[config.mk]
export PLATFORM = sky130hd
export DESIGN_NAME = seg_guard
export DESIGN_NICKNAME = d
export VERILOG_FILES = /design/src/rtl/seg_guard_pkg.sv /design/src/rtl/seg_offset_calc.sv /design/src/rtl/seg_bound_cmp.sv /design/src/rtl/seg_rights_chk.sv /design/src/rtl/seg_guard.sv
export SDC_FILE = /design/constraint.sdc
export NUM_CORES = 1
export LEC_CHECK = 0
export ABC_AREA = 1
export ABC_CLOCK_PERIOD_IN_PS = 800
export CELL_PAD_IN_SITES_DETAIL_PLACEMENT = 0
export CELL_PAD_IN_SITES_GLOBAL_PLACEMENT = 1
export CORE_MARGIN = 3
export CORE_UTILIZATION = 33
export CTS_CLUSTER_SIZE = 12
export DETAILED_ROUTE_END_ITERATION = 8
export PLACE_DENSITY_LB_ADDON = 0.12
export SYNTH_ARGS = -nofsm -noshare
export SYNTH_HDL_FRONTEND = slang
export SYNTH_SLANG_ARGS = --single-unit
export TNS_END_PERCENT = 20
[constraint.sdc]
create_clock -name clk -period 0.8 [get_ports clk]
set_clock_uncertainty 0.1 [all_clocks]
set_input_delay 0.2 -clock clk [delete_from_list [all_inputs] [get_ports clk]]
set_output_delay 0.2 -clock clk [all_outputs]
set_load 0.05 [all_outputs]
[src/rtl/seg_guard_pkg.sv]
package seg_guard_pkg;

    typedef enum logic [1:0] {
        ACC_READ      = 2'b00,
        ACC_WRITE     = 2'b01,
        ACC_FETCH     = 2'b10,
        ACC_FETCH_ALT = 2'b11
    } acc_kind_e;

    typedef enum logic {
        ST_IDLE   = 1'b0,
        ST_RESULT = 1'b1
    } guard_state_e;

endpackage

[src/rtl/seg_offset_calc.sv]
module seg_offset_calc #(
    parameter int ADDR_W   = 32,
    parameter int NARROW_W = 16,
    parameter int SIZE_W   = 2
) (
    input  logic [ADDR_W-1:0] lin_addr,
    input  logic [ADDR_W-1:0] seg_base,
    input  logic [SIZE_W-1:0] size_log2,
    input  logic              narrow,
    output logic [ADDR_W-1:0] offset,
    output logic [ADDR_W:0]   end_offset
);
    localparam int EXT_W = ADDR_W + 1;

    logic [ADDR_W-1:0] diff;
    logic [ADDR_W-1:0] keep_mask;
    logic [EXT_W-1:0]  nbytes;

    assign diff = lin_addr - seg_base;

    // Bits below NARROW_W are always kept; the rest only in the wide width.
    genvar gi;
    generate
        for (gi = 0; gi < ADDR_W; gi++) begin : g_mask
            if (gi < NARROW_W) begin : g_low
                assign keep_mask[gi] = 1'b1;
            end else begin : g_high
                assign keep_mask[gi] = ~narrow;
            end
        end
    endgenerate

    always_comb begin
        offset     = diff & keep_mask;
        nbytes     = EXT_W'(1) << size_log2;
        end_offset = {1'b0, offset} + nbytes - EXT_W'(1);
    end
endmodule

[src/rtl/seg_bound_cmp.sv]
module seg_bound_cmp #(
    parameter int ADDR_W = 32
) (
    input  logic [ADDR_W-1:0] offset,
    input  logic [ADDR_W:0]   end_offset,
    input  logic [ADDR_W-1:0] seg_limit,
    input  logic              expand_down,
    output logic              bound_viol
);
    logic [ADDR_W:0] lim_ext;
    logic [ADDR_W:0] off_ext;
    logic            first_above;
    logic            last_above;

    always_comb begin
        lim_ext     = {1'b0, seg_limit};
        off_ext     = {1'b0, offset};
        first_above = off_ext > lim_ext;
        last_above  = end_offset > lim_ext;
        if (expand_down) begin
            bound_viol = !first_above || !last_above;
        end else begin
            bound_viol = first_above || last_above;
        end
    end
endmodule

[src/rtl/seg_rights_chk.sv]
module seg_rights_chk
    import seg_guard_pkg::*;
(
    input  logic [1:0] acc_kind,
    input  logic       attr_rd,
    input  logic       attr_wr,
    input  logic       attr_data,
    input  logic       sel_null,
    input  logic       sel_exempt,
    output logic       rights_viol
);
    acc_kind_e kind;
    logic      null_viol;
    logic      kind_viol;

    always_comb begin
        kind      = acc_kind_e'(acc_kind);
        null_viol = sel_null && !sel_exempt;
        kind_viol = 1'b0;
        if (attr_data) begin
            unique case (kind)
                ACC_READ:      kind_viol = !attr_rd;
                ACC_WRITE:     kind_viol = !attr_wr;
                ACC_FETCH,
                ACC_FETCH_ALT: kind_viol = 1'b0;
                default:       kind_viol = 1'b0;
            endcase
        end
        rights_viol = null_viol || kind_viol;
    end
endmodule

[src/rtl/seg_guard.sv]
module seg_guard
    import seg_guard_pkg::*;
#(
    parameter int ADDR_W   = 32,
    parameter int NARROW_W = 16,
    parameter int SIZE_W   = 2
) (
    input  logic              clk,
    input  logic              rst_n,
    input  logic              in_valid,
    input  logic [ADDR_W-1:0] lin_addr,
    input  logic [ADDR_W-1:0] seg_base,
    input  logic [ADDR_W-1:0] seg_limit,
    input  logic [SIZE_W-1:0] size_log2,
    input  logic [1:0]        acc_kind,
    input  logic              attr_rd,
    input  logic              attr_wr,
    input  logic              attr_xdown,
    input  logic              attr_data,
    input  logic              cs_dsize,
    input  logic              asz_ovr,
    input  logic              sel_null,
    input  logic              sel_exempt,
    input  logic              long_mode,
    output logic              out_valid,
    output logic              gp_fault
);
    logic              narrow;
    logic              xdown_eff;
    logic [ADDR_W-1:0] offset;
    logic [ADDR_W:0]   end_offset;
    logic              bound_viol;
    logic              rights_viol;
    logic              fault_d;
    logic              fault_q;
    guard_state_e      state_q;
    guard_state_e      state_d;

    assign narrow    = (cs_dsize == asz_ovr);
    assign xdown_eff = attr_data && attr_xdown;

    seg_offset_calc #(
        .ADDR_W   (ADDR_W),
        .NARROW_W (NARROW_W),
        .SIZE_W   (SIZE_W)
    ) u_offset (
        .lin_addr   (lin_addr),
        .seg_base   (seg_base),
        .size_log2  (size_log2),
        .narrow     (narrow),
        .offset     (offset),
        .end_offset (end_offset)
    );

    seg_bound_cmp #(
        .ADDR_W (ADDR_W)
    ) u_bound (
        .offset      (offset),
        .end_offset  (end_offset),
        .seg_limit   (seg_limit),
        .expand_down (xdown_eff),
        .bound_viol  (bound_viol)
    );

    seg_rights_chk u_rights (
        .acc_kind    (acc_kind),
        .attr_rd     (attr_rd),
        .attr_wr     (attr_wr),
        .attr_data   (attr_data),
        .sel_null    (sel_null),
        .sel_exempt  (sel_exempt),
        .rights_viol (rights_viol)
    );

    assign fault_d = !long_mode && (rights_viol || bound_viol);

    always_comb begin
        unique case (state_q)
            ST_IDLE:   state_d = in_valid ? ST_RESULT : ST_IDLE;
            ST_RESULT: state_d = in_valid ? ST_RESULT : ST_IDLE;
            default:   state_d = ST_IDLE;
        endcase
    end

    always_ff @(posedge clk or negedge rst_n) begin
        if (!rst_n) begin
            state_q <= ST_IDLE;
            fault_q <= 1'b0;
        end else begin
            state_q <= state_d;
            fault_q <= in_valid && fault_d;
        end
    end

    always_comb begin
        out_valid = 1'b0;
        gp_fault  = 1'b0;
        unique case (state_q)
            ST_IDLE: begin
                out_valid = 1'b0;
                gp_fault  = 1'b0;
            end
            ST_RESULT: begin
                out_valid = 1'b1;
                gp_fault  = fault_q;
            end
            default: begin
                out_valid = 1'b0;
                gp_fault  = 1'b0;
            end
        endcase
    end
endmodule

Word-level counts from Yosys, hierarchy flattened
Cells that the tools add are included.

word-level totals
  register bits after elaboration = 2
  input port bits = 112
  output and inout port bits = 2

operators by class
  add/subtract/negate cells = 3
  order comparisons = 2
  equal/unequal tests = 4
  shifts and indexed selects = 1
  muxes and demuxes = 6
  bitwise logic cells = 3
  reductions and logical operators = 16

operators by type and width
  cell                     count
  $add A32 B33 Y33         1
  $gt A33 B32 Y1           1
  $shl A1 B2 Y33 const A   1
  $sub A33 B1 Y33 const B  1
  $and A32 B32 Y32         1
  $gt A32 B32 Y1           1
  $sub A32 B32 Y32         1
  $logic_not A1 Y1         6
  $eq A2 B2 Y1 const B     2
  $logic_and A1 B1 Y1      4
  $logic_or A1 B1 Y1       4
  $pmux W1 S2              2
  $mux W1                  3
  $pmux W1 S3              1
  $eq A2 B1 Y1 const B     1
  $logic_not A2 Y1         1
  $not A1 Y1               2
  $reduce_or A2 Y1         1
  $eq A1 B1 Y1             1

Longest topological paths before layout
  word-level depth = 12
  depth in mapped cells = 40

Cells and area by module
Synthesis repeated with hierarchy kept, for this count alone.

unflattened totals
  cells, all modules = 1120
  area total of the unflattened synthesis = 6154.7 um^2

modules (own cells, without submodules)
  module           instances  cells each  area each (um^2)  seq. area each (um^2)
  seg_offset_calc  1          819         4281.6            0.0
  seg_bound_cmp    1          277         1736.7            0.0
  seg_guard        1          15          98.8              50.0
  seg_rights_chk   1          9           37.5              0.0

Worst setup path after synthesis
No wires, ideal clock.

  path kind = input-to-reg
  from = input port lin_addr[0]
  to = register fault_q
  setup time = 0.115 ns
  data arrival time = 4.728 ns
  required time = 0.585 ns
  slack = -4.144 ns
  stages = 36
  path buffers = 0
  cells stage by stage = inv_1 ha_1 inv_1 fa_1 nand2_1 nand2_1 o21ai_1 o21ai_2 a21boi_2 o21bai_1 a21boi_1 o21ai_2 nand2_1 nand2_1 nor2_1 inv_1 ha_1 nand2_1 nor2_1 inv_1 nor3_1 nand3_1 o21ai_0 nand3_1 o211ai_1 xor2_1 inv_1 ha_1 nand2_1 nor4_1 nand3_1 or2_4 nand3_1 nand2_1 nor2_1 nor2_1

on the way
  word-level cells in the longest chain between the ends = 11
  elaborated cells on any way between the ends = 14
  those cells by class = add/sub (3); order compare (2); mux (1); bitwise (1); reduce/logical (7)

RTL lines
  element                  line                   RTL
  start, declared          seg_guard.sv:11        input logic [ADDR_W-1:0] lin_addr,
  $sub A32 B32 Y32 (*)     seg_offset_calc.sv:19  assign diff = lin_addr - seg_base;
  $and A32 B32 Y32 (*)     seg_offset_calc.sv:34  offset = diff & keep_mask;
  $add A32 B33 Y33         seg_offset_calc.sv:36  end_offset = {1'b0, offset} + nbytes - EXT_W'(1);
  $sub A33 B1 Y33          seg_offset_calc.sv:36
  $gt A33 B32 Y1           seg_bound_cmp.sv:19    last_above = end_offset > lim_ext;
  $logic_not A1 Y1         seg_bound_cmp.sv:21    bound_viol = !first_above || !last_above;
  $logic_or A1 B1 Y1       seg_bound_cmp.sv:21
  $mux W1 (*)              seg_bound_cmp.sv:20    if (expand_down) begin
  $logic_or A1 B1 Y1 (*)   seg_guard.sv:75        assign fault_d = !long_mode && (rights_viol || bound_viol);
  $logic_and A1 B1 Y1 (*)  seg_guard.sv:75
  $logic_and A1 B1 Y1 (*)  seg_guard.sv:91        fault_q <= in_valid && fault_d;
  end signal, assigned     seg_guard.sv:91
  end, declared            seg_guard.sv:35        logic fault_q;

Every way passes the cells marked *; elsewhere a longest branch is shown, timed or not.

Worst setup path in the final report
  from = input port seg_base[4]
  to = register fault_q

on the way
  word-level cells in the longest chain between the ends = 11
  elaborated cells on any way between the ends = 14
  those cells by class = add/sub (3); order compare (2); mux (1); bitwise (1); reduce/logical (7)

RTL lines
  element                  line                   RTL
  start, declared          seg_guard.sv:12        input logic [ADDR_W-1:0] seg_base,
  $sub A32 B32 Y32 (*)     seg_offset_calc.sv:19
  $and A32 B32 Y32 (*)     seg_offset_calc.sv:34
  $add A32 B33 Y33         seg_offset_calc.sv:36
  $sub A33 B1 Y33          seg_offset_calc.sv:36
  $gt A33 B32 Y1           seg_bound_cmp.sv:19
  $logic_not A1 Y1         seg_bound_cmp.sv:21
  $logic_or A1 B1 Y1       seg_bound_cmp.sv:21
  $mux W1 (*)              seg_bound_cmp.sv:20
  $logic_or A1 B1 Y1 (*)   seg_guard.sv:75
  $logic_and A1 B1 Y1 (*)  seg_guard.sv:75
  $logic_and A1 B1 Y1 (*)  seg_guard.sv:91

Marks and branches as above.

==> insert_results.sql <==
INSERT INTO impl_metrics (metric_group, metric, value, unit) VALUES
('outcome', 'outcome', 'finished with violations', ''),
('outcome', 'violations', 'setup timing', ''),
('worst_setup_path', 'cp-start-kind', 'input pin', ''),
('grt', 'grt_util_all_layers', '19.5', '%'),
('sta', 'slew_viol_final', '0', ''),
('placement', 'placed_cells_incl_taps', '1501', ''),
('synthesis', 'synth.yosys.seq_area_share', '0.920', '%'),
('worst_setup_path', 'cp_top_family', 'simple AND/OR/NAND/NOR gates', ''),
('sta', 'timing_worst_slew_pin_value', '0.565', 'ns'),
('grt', 'grt_pass1_vias', '6762', ''),
('worst_setup_path', 'critical-path-top-cell-by-count', 'sky130_fd_sc_hd__buf_4', ''),
('sta', 'clock.fmax', '207', 'MHz'),
('pwr', 'maximum_vdd_ir_drop', '0.886', 'mV'),
('sta', 'worst_case_hold_slack', '0.0428', 'ns'),
('cts', 'cts_tree', 'yes', ''),
('sta', 'final.setup.worst_slack', '-4.03', 'ns'),
('synthesis', 'synth.net_count', '1175', ''),
('synthesis', 'post_synth_num_cell_types', '41', ''),
('grt', 'overflow', '0', ''),
('grt', 'initial_antenna_violation_count', '0', ''),
('synthesis', 'ys_ff_latch', '2', ''),
('placement', 'routabilityCongestion', '0.892', ''),
('route', 'drc', '0', ''),
('route', 'routed_via_density', '4.55', ''),
('cts', 'clock_tree.buffer_depth', '2', ''),
('worst_setup_path', 'crit_path_end_kind', 'register', ''),
('sta', 'final.min_clock_period', '4.83', 'ns'),
('route', 'routed_wl', '18600', 'um'),
('route', 'drt_first_iter_violations', '230', ''),
('sta', 'setup_viol', '3', ''),
('grt', 'first_pass_grt_wire_length', '29900', 'um'),
('synthesis', 'synthArstFlopShare', '100', '%'),
('die', 'placementRows', '46', ''),
('finish', 'design.final.nets', '1573', ''),
('cts', 'numClockSinks', '2', ''),
('placement', 'portBuffers', '113', ''),
('die', 'die_height', '134', 'um'),
('die', 'initial_utilization', '34.0', '%'),
('sta', 'min_period_over_period', '603', '%'),
('worst_setup_path', 'cp_data_required_time', '0.81', 'ns'),
('worst_setup_path', 'arrival', '4.84', 'ns'),
('worst_setup_path', 'crit_fanout', '4', ''),
('run', 'drv.max_cap_violation_count', '0', ''),
('worst_setup_path', 'critical_path_class', 'input pin to register', ''),
('finish', 'layout-area-overhead-vs-synth', '89.1', '%'),
('die', 'pin_count', '114', ''),
('synthesis', 'yosys_warnings', '0', ''),
('synthesis', 'synth_enable_flop_cells', '0', ''),
('sta', 'slew_headroom', '62.1', '%'),
('synthesis', 'syn_area', '5440', 'um2'),
('sta', 'grt_setup_unrepaired', 'yes', ''),
('pwr', 'static-leakage-power', '5.42', 'nW'),
('cts', 'clock_tree.htree_level_count', '1', ''),
('finish', 'drive_gt1_share', '38.4', '%'),
('synthesis', 'syn_inst', '931', ''),
('placement', 'place_hpwl', '15500', 'um'),
('cts', 'clockRootBuffer', 'sky130_fd_sc_hd__clkbuf_16', ''),
('grt', 'grt_max_degree', '9', ''),
('route', 'dr_total_vias', '7024', ''),
('cts', 'cts_buffers', '3', ''),
('route', 'antenna_left', '0', ''),
('route', 'first_pass_iters', '4', ''),
('finish', 'post_layout_nonfiller_instances', '1543', ''),
('synthesis', 'syn_area_per_cell', '5.84', 'um2'),
('die', 'floorplan.core_area', '16000', 'um2'),
('finish', 'diodes', '0', ''),
('synthesis', 'yosys_most_used_dff', 'sky130_fd_sc_hd__dfrtp_1', ''),
('worst_setup_path', 'slowest_delay', '0.45', 'ns'),
('route', 'routed_len_inst', '12.0', 'um'),
('worst_setup_path', 'slowest_stage', 'sky130_fd_sc_hd__clkdlybuf4s50_1', ''),
('sta', 'finalHoldViolCount', '0', ''),
('die', 'fp.dieW', '134', 'um'),
('worst_setup_path', 'critPathBufInv', '6', ''),
('die', 'fp.dieArea', '18100', 'um2'),
('pwr', 'pwr_density_cell', '2070', 'nW/um2'),
('worst_hold_path', 'min_path_type', 'input pin to async pin', ''),
('cts', 'clock_pin_slew_reported_for_the_worst_setup_and_hold_paths_after_clock_tree_synthesis', '0.03', 'ns');
==> metrics by stage <==
| step | total power [mW] | worst slack (ns) | setup TNS (ns) | utilization (%) | area, um2 |
|---|---|---|---|---|---|
| floorplan | 9.05 | -3.79 | -4.42 | - | 5480 |
| global placement | 16.4 | -4.85 | -5.14 | 54.5 | 8720 |
| detailed placement | 16.4 | -4.96 | -5.27 | 54.5 | 8720 |
| CTS | 19.0 | -4.04 | -4.75 | 59.1 | 9450 |
| global route | 23.6 | -4.37 | -5.17 | 64.3 | 10300 |
| finish | 21.3 | -4.03 | -4.73 | 64.3 | 10300 |
==> cell usage after synthesis (2+ instances only) <==
cell type	count	area share (%)
sky130_fd_sc_hd__nand2_1	217	15
sky130_fd_sc_hd__inv_1	197	14
sky130_fd_sc_hd__ha_1	130	30
sky130_fd_sc_hd__a21oi_1	97	8.9
sky130_fd_sc_hd__nor2_1	90	6.2
sky130_fd_sc_hd__o21ai_0	25	2.3
sky130_fd_sc_hd__xor2_1	23	3.7
sky130_fd_sc_hd__nand3_1	21	1.9
sky130_fd_sc_hd__xnor2_1	21	3.4
sky130_fd_sc_hd__nor3_1	12	1.1
sky130_fd_sc_hd__nand2_2	10	1.1
sky130_fd_sc_hd__nand4_1	10	1.1
sky130_fd_sc_hd__nor4_1	7	0.80
sky130_fd_sc_hd__o21ai_1	7	0.64
sky130_fd_sc_hd__a21o_1	6	0.83
sky130_fd_sc_hd__a31oi_1	6	0.69
sky130_fd_sc_hd__a211oi_1	5	0.69
sky130_fd_sc_hd__a21oi_2	5	0.80
sky130_fd_sc_hd__a31o_2	5	0.80
sky130_fd_sc_hd__o211ai_1	4	0.55
sky130_fd_sc_hd__o21bai_1	4	0.55
sky130_fd_sc_hd__o21ai_2	3	0.48
sky130_fd_sc_hd__a21boi_1	2	0.28
sky130_fd_sc_hd__and3_1	2	0.23
sky130_fd_sc_hd__dfrtp_1	2	0.92
sky130_fd_sc_hd__fa_1	2	0.74
sky130_fd_sc_hd__inv_2	2	0.14
sky130_fd_sc_hd__nand3b_1	2	0.28
sky130_fd_sc_hd__o31ai_1	2	0.28
==> report_power, final <==
group / internal [mW] / total [mW] / switching (mW)
registers: 0.113 / 0.117 / 0.00366
logic: 10.4 / 20.4 / 10.0
clock network: 0.637 / 0.758 / 0.122
total: 11.1 / 21.3 / 10.1
==> cells in the final DEF, fill, tap and decap left out, drive strengths merged, types with 10 or more instances in the layout <==
cell type,instances
xnor2,21
a21oi,102
buf,285
nand3,23
clkdlybuf4s50,101
nor2,91
inv,199
nand2,227
nand4,10
xor2,23
o21ai,35
nor3,12
ha,130
==> kinds of logic (layout without fill, tap and decap cells) <==
kind of cell             Yosys count  count (layout)  share of synthesized area [%]
AND/OR/NAND/NOR                  378             378                           29.1
buffers and inverters            200             596                           13.8
AO/OA/AOI/OAI                    175             175                           18.5
adder cells (fa/ha/maj)          132             132                           30.6
XOR/XNOR                          44              44                           7.08
flip-flops                         2               2                          0.920
==> registers in the layout (all words and copies together), names as in the netlist <==
| signal | count |
|---|---|
| fault_q | 1 |
| state_q | 1 |
==> worst max-delay path by stage <==
stage | from | endpoint | slack (ns) | cells after the start
after floorplan | lin_addr[0] | fault_q$_DFF_PN0_ | -3.79 | 36
after global placement | seg_base[0] | fault_q$_DFF_PN0_ | -4.85 | 32
after detailed placement | lin_addr[0] | fault_q$_DFF_PN0_ | -4.96 | 33
after CTS | lin_addr[0] | fault_q$_DFF_PN0_ | -4.04 | 37
after global routing | seg_base[13] | fault_q$_DFF_PN0_ | -4.37 | 36
final | seg_base[4] | fault_q$_DFF_PN0_ | -4.03 | 30
==> routing by layer <==
layer	track usage (%)	up-vias	wire length (um)
met4	2.66	0	307
met1	26.6	3070	8860
li1	-	3820	-
met5	0	-	0
met2	34.7	114	8820
met3	1.09	20	589
==> area by class of cell <==
| cell class | count | area, um2 |
|---|---|---|
| Sequential cell | 2 | 50.0 |
| Tap cell | 216 | 270 |
| Timing Repair Buffer | 394 | 3300 |
| Multi-Input combinational cell | 729 | 5840 |
| Clock buffer | 3 | 75.1 |
| Inverter | 199 | 752 |
| Fill cell | 1508 | 5710 |
==> repair_timing <==
item                                    CTS  global route
hold buffers                              0             0
pin swaps                                51            85
buffers inserted                         16            23
endpoints found under the setup margin    3             3
gates resized for setup                 120           136
Power figures use the tool's default switching activity.
